$ cat config.mk
export PLATFORM = sky130hd
export DESIGN_NAME = ocp_hiccup_ctrl
export DESIGN_NICKNAME = d
export VERILOG_FILES = /design/src/rtl/ocp_hiccup_pkg.sv /design/src/rtl/oc_net_counter.sv /design/src/rtl/hiccup_seq.sv /design/src/rtl/ocp_hiccup_ctrl.sv
export SDC_FILE = /design/constraint.sdc
export NUM_CORES = 1
export LEC_CHECK = 0
export BUFFER_PORTS_ARGS = -buffer_cell sky130_fd_sc_hd__clkbuf_2
export CAP_MARGIN = 25
export CORE_AREA = 2 2 39 41
export DETAILED_ROUTE_END_ITERATION = 6
export DIE_AREA = 0 0 41 43
export GPL_ROUTABILITY_DRIVEN = 0
export PLACE_DENSITY = 0.71
export SYNTH_ARGS = -nofsm -noshare
export SYNTH_HDL_FRONTEND = slang
export SYNTH_SLANG_ARGS = --single-unit
$ cat constraint.sdc
create_clock -name clk -period 4.4 [get_ports clk]
set_clock_uncertainty 0.2 [all_clocks]
set_input_delay 0.22 -clock clk [delete_from_list [all_inputs] [get_ports clk]]
set_output_delay 0.22 -clock clk [all_outputs]
set_load 0.05 [all_outputs]
$ cat src/rtl/ocp_hiccup_pkg.sv
package ocp_hiccup_pkg;
    typedef enum logic [1:0] {
        ST_RUN   = 2'd0,
        ST_DUMMY = 2'd1,
        ST_REAL  = 2'd2
    } hic_state_e;
endpackage

$ cat src/rtl/oc_net_counter.sv
module oc_net_counter #(
    parameter int TRIP_COUNT = 3
) (
    input  logic clk,
    input  logic rst_n,
    input  logic stb,
    input  logic oc,
    input  logic en,
    output logic trip
);
    localparam int CW = $clog2(TRIP_COUNT + 1);
    localparam logic [CW-1:0] LAST = CW'(TRIP_COUNT - 1);

    typedef struct packed {
        logic [CW-1:0] cnt;
    } cnt_reg_t;

    cnt_reg_t r_q, r_d;

    always_comb begin
        r_d  = r_q;
        trip = 1'b0;
        if (!en) begin
            r_d.cnt = '0;
        end else if (stb) begin
            if (oc) begin
                if (r_q.cnt == LAST) begin
                    trip    = 1'b1;
                    r_d.cnt = '0;
                end else begin
                    r_d.cnt = r_q.cnt + CW'(1);
                end
            end else if (r_q.cnt != '0) begin
                r_d.cnt = r_q.cnt - CW'(1);
            end
        end
    end

    always_ff @(posedge clk) begin
        if (!rst_n) r_q <= '0;
        else        r_q <= r_d;
    end

    assert_inc_R1: assert property (@(posedge clk) disable iff (!rst_n)
        (en && stb && oc && r_q.cnt != LAST) |=> r_q.cnt == $past(r_q.cnt) + CW'(1));
    assert_dec_R2: assert property (@(posedge clk) disable iff (!rst_n)
        (en && stb && !oc && r_q.cnt != '0) |=> r_q.cnt == $past(r_q.cnt) - CW'(1));
    assert_floor_R3: assert property (@(posedge clk) disable iff (!rst_n)
        (en && stb && !oc && r_q.cnt == '0) |=> r_q.cnt == '0);
    assert_below_trip_R4: assert property (@(posedge clk) disable iff (!rst_n)
        r_q.cnt < CW'(TRIP_COUNT));
    assert_held_R11: assert property (@(posedge clk) disable iff (!rst_n)
        !en |=> r_q.cnt == '0);
endmodule

$ cat src/rtl/hiccup_seq.sv
module hiccup_seq
    import ocp_hiccup_pkg::*;
#(
    parameter int DUMMY_RUN   = 4,
    parameter int DUMMY_START = 5
) (
    input  logic clk,
    input  logic rst_n,
    input  logic trip,
    input  logic ss_done,
    input  logic in_startup,
    output logic fault,
    output logic ss_restart,
    output logic sw_en
);
    localparam int MAXD = (DUMMY_START > DUMMY_RUN) ? DUMMY_START : DUMMY_RUN;
    localparam int LW   = $clog2(MAXD + 1);
    localparam logic [LW-1:0] N_RUN   = LW'(DUMMY_RUN);
    localparam logic [LW-1:0] N_START = LW'(DUMMY_START);

    typedef struct packed {
        hic_state_e    st;
        logic [LW-1:0] left;
        logic          fault;
        logic          restart;
    } seq_reg_t;

    seq_reg_t s_q, s_d;

    always_comb begin
        s_d         = s_q;
        s_d.restart = 1'b0;
        case (s_q.st)
            ST_RUN: begin
                if (trip) begin
                    s_d.st      = ST_DUMMY;
                    s_d.left    = in_startup ? N_START : N_RUN;
                    s_d.fault   = 1'b1;
                    s_d.restart = 1'b1;
                end
            end
            ST_DUMMY: begin
                if (ss_done) begin
                    s_d.restart = 1'b1;
                    if (s_q.left <= LW'(1)) begin
                        s_d.st   = ST_REAL;
                        s_d.left = '0;
                    end else begin
                        s_d.left = s_q.left - LW'(1);
                    end
                end
            end
            ST_REAL: begin
                if (trip) begin
                    s_d.st      = ST_DUMMY;
                    s_d.left    = in_startup ? N_START : N_RUN;
                    s_d.restart = 1'b1;
                end else if (ss_done) begin
                    s_d.st    = ST_RUN;
                    s_d.fault = 1'b0;
                end
            end
            default: s_d.st = ST_RUN;
        endcase
    end

    always_ff @(posedge clk) begin
        if (!rst_n) begin
            s_q.st      <= ST_RUN;
            s_q.left    <= '0;
            s_q.fault   <= 1'b0;
            s_q.restart <= 1'b0;
        end else begin
            s_q <= s_d;
        end
    end

    assign fault      = s_q.fault;
    assign ss_restart = s_q.restart;
    assign sw_en      = (s_q.st != ST_DUMMY);

    assert_trip_stop_R4: assert property (@(posedge clk) disable iff (!rst_n)
        trip |=> (fault && ss_restart && !sw_en));
    assert_left_range_R6: assert property (@(posedge clk) disable iff (!rst_n)
        s_q.left <= LW'(MAXD));
    assert_last_dummy_R5: assert property (@(posedge clk) disable iff (!rst_n)
        (!sw_en && ss_done && s_q.left == LW'(1)) |=> (sw_en && ss_restart));
    assert_real_done_R8: assert property (@(posedge clk) disable iff (!rst_n)
        (s_q.st == ST_REAL && ss_done && !trip) |=> (!fault && sw_en));
    assert_fault_clears_only_after_real_R8: assert property (@(posedge clk) disable iff (!rst_n)
        $fell(fault) |-> $past(s_q.st == ST_REAL));
endmodule

$ cat src/rtl/ocp_hiccup_ctrl.sv
module ocp_hiccup_ctrl #(
    parameter int TRIP_COUNT  = 3,
    parameter int DUMMY_RUN   = 4,
    parameter int DUMMY_START = 5
) (
    input  logic clk,
    input  logic rst_n,
    input  logic cyc_stb,
    input  logic oc_hi,
    input  logic oc_lo,
    input  logic ss_done,
    input  logic in_startup,
    output logic fault,
    output logic ss_restart,
    output logic sw_en
);
    logic trip;
    logic oc_any;

    assign oc_any = oc_hi | oc_lo;

    oc_net_counter #(.TRIP_COUNT(TRIP_COUNT)) u_cnt (
        .clk  (clk),
        .rst_n(rst_n),
        .stb  (cyc_stb),
        .oc   (oc_any),
        .en   (sw_en),
        .trip (trip)
    );

    hiccup_seq #(.DUMMY_RUN(DUMMY_RUN), .DUMMY_START(DUMMY_START)) u_seq (
        .clk       (clk),
        .rst_n     (rst_n),
        .trip      (trip),
        .ss_done   (ss_done),
        .in_startup(in_startup),
        .fault     (fault),
        .ss_restart(ss_restart),
        .sw_en     (sw_en)
    );

    assert_quiet_no_change_R9: assert property (@(posedge clk) disable iff (!rst_n)
        (!cyc_stb && !ss_done) |=> ($stable(fault) && $stable(sw_en) && !ss_restart));
endmodule

; ---- Word-level counts from Yosys, hierarchy flattened
; Cells that the tools add are included.
; W data, S select, Z words.
[word_totals]
ff_bits = 9
out_inout_bits = 3
[classes]
addsub = 3
magnitude_cmp = 1
n_eq_ne = 11
n_mux = 23
bitwise_logic = 1
n_reduce_logical = 10
[op_table]
columns = cell, count
row1 = $mux W2, 6
row2 = $reduce_and A4 Y1, 3
row3 = $ne A2 B2 Y1 const B, 5
row4 = $mux W1, 9
row5 = $pmux W3 S3, 1
row6 = $mux W7, 1
row7 = $mux W3, 2
row8 = $pmux W2 S3, 1
row9 = $reduce_bool A2 Y1, 3
row10 = $mux W5, 1
row11 = $eq A2 B2 Y1 const B, 2
row12 = $ne A2 B1 Y1 const B, 2
row13 = $reduce_and A2 Y1, 2
row14 = $le A3 B1 Y1 const B, 1
row15 = $ne A3 B3 Y1 const B, 1
row16 = $pmux W1 S3, 1
row17 = $reduce_bool A3 Y1, 1
row18 = $sub A3 B1 Y3 const B, 1
row19 = $add A2 B1 Y2 const B, 1
row20 = $eq A2 B1 Y1 const B, 1
row21 = $logic_not A2 Y1, 1
row22 = $pmux W1 S2, 1
row23 = $sub A2 B1 Y2 const B, 1
row24 = $or A1 B1 Y1, 1

; ---- Depth between registers and ports, before layout
[depth]
depth_word = 7
depth_mapped = 6
depth_no_buf = 6

; ---- By module
; Synthesis repeated with hierarchy kept, for this count alone.
[unflattened]
hier_cells = 74
hier_area_um2 = 659.4
[modules_own_cells]
columns = mod, n_inst, cells_per_inst, area_per_inst_um2, seq_area_each_um2
row1 = hiccup_seq, 1, 53, 475.5, 140.1
row2 = oc_net_counter, 1, 20, 177.7, 40.0
row3 = ocp_hiccup_ctrl, 1, 1, 6.3, 0.0

; ---- Worst setup path before layout
; No wires, ideal clock.
[synth_timing]
path_kind = register to register
startpoint = register u_cnt.r_q[0] (netlist name)
endpoint = register u_seq.s_q[2] (netlist name)
setup_time_ns = 0.122
arrival_time_ns = 1.349
required_time_ns = 4.078
slack_ns = 2.730
path_stages_with_launch = 6
synth_period_minus_slack_ns = 1.670
cell_sequence = dfxtp_1 > inv_1 > ha_1 > o211ai_2 > o31a_1 > o311a_1
[synth_via]
elab_chain_len = 7
elab_cells_between_ends = 8
cone_classes = 3 x eq/ne / 4 x mux / 1 x reduce/logical
[synth_rtl]
columns = item, line
row1 = "start, declared", oc_net_counter.sv:18  ; cnt_reg_t r_q, r_d;
row2 = "start signal, assigned", oc_net_counter.sv:41  ; else r_q <= r_d;
row3 = $eq A2 B2 Y1 *, oc_net_counter.sv:27  ; if (r_q.cnt == LAST) begin
row4 = $mux W1 *, oc_net_counter.sv:27
row5 = $mux W1 *, oc_net_counter.sv:26  ; if (oc) begin
row6 = $mux W1 *, oc_net_counter.sv:25  ; end else if (stb) begin
row7 = $mux W1 *, oc_net_counter.sv:23  ; if (!en) begin
row8 = $ne A2 B2 Y1 (no line), n/a
row9 = $reduce_and A4 Y1 (no line) *, n/a
row10 = "end, declared", hiccup_seq.sv:28  ; seq_reg_t s_q, s_d;
; Every way passes the cells marked *; elsewhere a longest branch is shown, timed or not.
; A chain may end at the register's enable or synchronous reset.

; ---- Worst setup path in the final report
[layout_timing]
startpoint = register u_seq.s_q[6] (netlist name)
endpoint = output port sw_en
[layout_via]
elab_chain_len = 1
[layout_rtl]
columns = item, line
row1 = $ne A2 B1 Y1, hiccup_seq.sv:80  ; assign sw_en = (s_q.st != ST_DUMMY);
row2 = "end, declared", ocp_hiccup_ctrl.sv:15  ; output logic sw_en
; No other way between the ends.

==> results.json <==
{
  "worst_hold_path.num_cells": 2,
  "synth_top_flop_cell": "sky130_fd_sc_hd__dfxtp_1",
  "synth-seq-area-share_pct": 27.4,
  "internal_power_mw": 0.158,
  "worstSetupPathType": "flop to primary output",
  "fp.dieArea_mm2": 0.00176,
  "chipWidth_um": 41,
  "detailedRoute.firstPassIterationCount": 4,
  "netlist_instances": 76,
  "fillCellCount": 131,
  "worst_slack_placed_ps": 2540,
  "largest_net_degree_at_the_start_of_global_routing": 14,
  "synth_edf_count": 0,
  "end_kind": "primary output",
  "critical_path_required_ps": 3980,
  "met1Wirelength_um": 597,
  "grt_antenna_before_repair": 0,
  "port-buffer-count": 9,
  "drt.antenna.violating_nets": 0,
  "first_pass_grt_wire_length_um": 2120,
  "synth.distinct_cells": 33,
  "layout_worst_path_cycle_share_pct": 43.8,
  "setup-violations-final": 0,
  "post-route-min-period_ps": 1930,
  "multi_input_area_um2": 437,
  "power.clock.fraction_pct": 26.8,
  "synth_fp_nets": 93,
  "net-switching-power_mw": 0.0847,
  "start_util_pct": 47.6,
  "ir_drop_v": 0.000145,
  "hold_viol_final": 0,
  "power.share.sequential_pct": 39.7,
  "clk_path_buf_depth": 2,
  "combinationalPowerShare_pct": 33.5,
  "met2WireLength_um": 576,
  "worst_hold_path_type": "input port to flop",
  "final.setup.tns_ps": 0,
  "detail_route.wl_per_cell_um": 12.0,
  "antenna_cells_inserted": 0,
  "track_usage_pct": 17.7,
  "clkSlewWorstSetupHoldPaths_ps": 60,
  "hpwl_um": 993,
  "htree_num_levels": 1,
  "slew_viol_final": 0,
  "pwr_density_cell_mw_per_mm2": 327,
  "flow.area_growth_from_synthesis_pct": 12.7,
  "grt_setup_unrepaired": "false",
  "max_freq_ghz": 0.519,
  "vias_per_cell": 5.61,
  "post_synth.cell_area_avg_um2": 8.66,
  "worst_r2r_path_depth": 6,
  "cts.sink_count": 9,
  "initialDrtViolationCount": 7,
  "final_layout_size_suffix_gt1_share_pct": 15.9,
  "ctsHoldBuffers": 0,
  "die_h_um": 43,
  "slew_headroom_pct": 73.6,
  "run_status": "finished clean",
  "crit_path_start_kind": "flop",
  "clockRootBuffer": "sky130_fd_sc_hd__clkbuf_4",
  "met3RoutedLength_um": 33,
  "nNetsFinal": 106,
  "boundaryPins": 10,
  "top_layer_used": "met4",
  "cts_made_buffers": 3,
  "synth-warning-count": 0,
  "cts_resized": 0,
  "cts_tree": "done",
  "crit_path_max_fanout": 13,
  "core_mm2": 0.00138,
  "max_slew.worst_pin.slew_ps": 396,
  "routed-via-count": 583,
  "ff_latch_area_um2": 180,
  "post-route-drc-count": 0,
  "postSynth.asyncResetShare_pct": 0,
  "clk-insertion-delay-late_ps": 260,
  "crit_arrival_ps": 1510,
  "number_of_flip_flops_and_latches_in_the_synthesized_netlist": 9,
  "syn-cell-area_um2": 658,
  "overflow": 0,
  "rows": 14,
  "reported_max_cap_violation_count": 0,
  "postCtsSetupRepairBufs": 0,
  "static-leakage-power_nw": 0.304,
  "postLayoutCoreUtil_pct": 53.6,
  "setup_slack_ps": 2470,
  "first_global_vias": 539,
  "p_sw_share_pct": 35.0,
  "postRouteWirelength_um": 1250
}
==> critical path: stages, from the launching register on <==
cell and delay [ps]:
sky130_fd_sc_hd__dfxtp_1 320, sky130_fd_sc_hd__inv_1 100, sky130_fd_sc_hd__ha_1 400, sky130_fd_sc_hd__inv_1 150, sky130_fd_sc_hd__clkbuf_2 270
==> layer usage <==
metal / global-route usage, % / vias to the layer above
met5: 0 / -
met4: 12.0 / 0
met3: 3.14 / 5
met2: 25.9 / 7
met1: 22.5 / 265
li1: - / 306
==> power groups by stage <==
| stage | Sequential, mW | Clock, mW | Combinational, mW |
|---|---|---|---|
| 2_1_floorplan | 0.100 | 0 | 0.0601 |
| 3_3_place_gp | 0.0980 | 0 | 0.0796 |
| 3_5_place_dp | 0.0981 | 0 | 0.0811 |
| 4_1_cts | 0.0962 | 0.0659 | 0.0815 |
| 5_1_grt | 0.0973 | 0.0690 | 0.0913 |
| 6_report | 0.0962 | 0.0649 | 0.0812 |
==> final cells by class <==
class                      count  area share (%)
clock buffer                   4            3.54
inverter                       9            4.55
multi-input combinational     57            58.9
sequential                     9            24.3
tap                           16            2.70
timing repair buffer           9            6.07
==> state kept, by name, summed over array words and instances, names as in the netlist <==
name / cells
u_seq.fault: 1
u_cnt.r_q: 2
u_seq.s_q: 5
u_seq.ss_restart: 1
==> synth_stat cells (all sizes together), types with 2 or more instances <==
cell / instances / share of area, %
inv: 9 / 5.1
nand3: 2 / 1.5
nor3: 2 / 1.5
o211ai: 2 / 3.0
dfxtp: 9 / 27
ha: 10 / 19
nand3b: 3 / 3.4
o21ai: 4 / 3.0
a21oi: 4 / 3.0
o21ba: 2 / 3.0
a211oi: 3 / 3.4
nor2: 4 / 2.3
nand2: 5 / 2.9
==> cells by family (layout without fill, tap and decap cells) <==
family	after synthesis	count (layout)	synth area share (%)
compound gates	25	25	28.5
simple gates	22	22	18.8
buf+inv	10	22	6.27
fa+ha+maj	10	10	19.0
flops	9	9	27.4
==> path summary, 6_finish.rpt <==
kind / start / to / slack, ps
setup / recovery: u_seq.s_q[6]$_SDFFE_PN0P_ / sw_en / 2470
hold / removal: cyc_stb / u_cnt.r_q[1]$_SDFFE_PN0P_ / 10
setup reg to reg: u_seq.s_q[6]$_SDFFE_PN0P_ / u_seq.s_q[5]$_SDFFE_PN0P_ / 2530
hold reg to reg: u_seq.s_q[3]$_SDFFE_PN0P_ / u_seq.s_q[3]$_SDFFE_PN0P_ / 300
==> stage by stage <==
stage                     cell area (um2)  instances  power, mW  hold slack [ps]
after floorplan                       658         76      0.160              114
after global placement                716        100      0.178              290
after detailed placement              716        100      0.179              291
after CTS                             742        104      0.243             15.7
after global routing                  742        104      0.258             33.9
final                                 742        104      0.242             13.7
==> placed cells by master, fill, tap and decap left out, types with 2 or more instances in the layout <==
| cell type | Yosys | routed |
|---|---|---|
| sky130_fd_sc_hd__a211oi_1 | 3 | 3 |
| sky130_fd_sc_hd__a21oi_1 | 4 | 4 |
| sky130_fd_sc_hd__clkbuf_2 | 0 | 9 |
| sky130_fd_sc_hd__clkbuf_4 | 0 | 3 |
| sky130_fd_sc_hd__dfxtp_1 | 9 | 9 |
| sky130_fd_sc_hd__ha_1 | 10 | 10 |
| sky130_fd_sc_hd__inv_1 | 9 | 9 |
| sky130_fd_sc_hd__nand2_1 | 5 | 5 |
| sky130_fd_sc_hd__nand3_1 | 2 | 2 |
| sky130_fd_sc_hd__nand3b_1 | 3 | 3 |
| sky130_fd_sc_hd__nor2_1 | 4 | 4 |
| sky130_fd_sc_hd__nor3_1 | 2 | 2 |
| sky130_fd_sc_hd__o21ai_0 | 2 | 2 |
| sky130_fd_sc_hd__o21ai_1 | 2 | 2 |
Note: power is estimated with default switching activity, not from simulation.
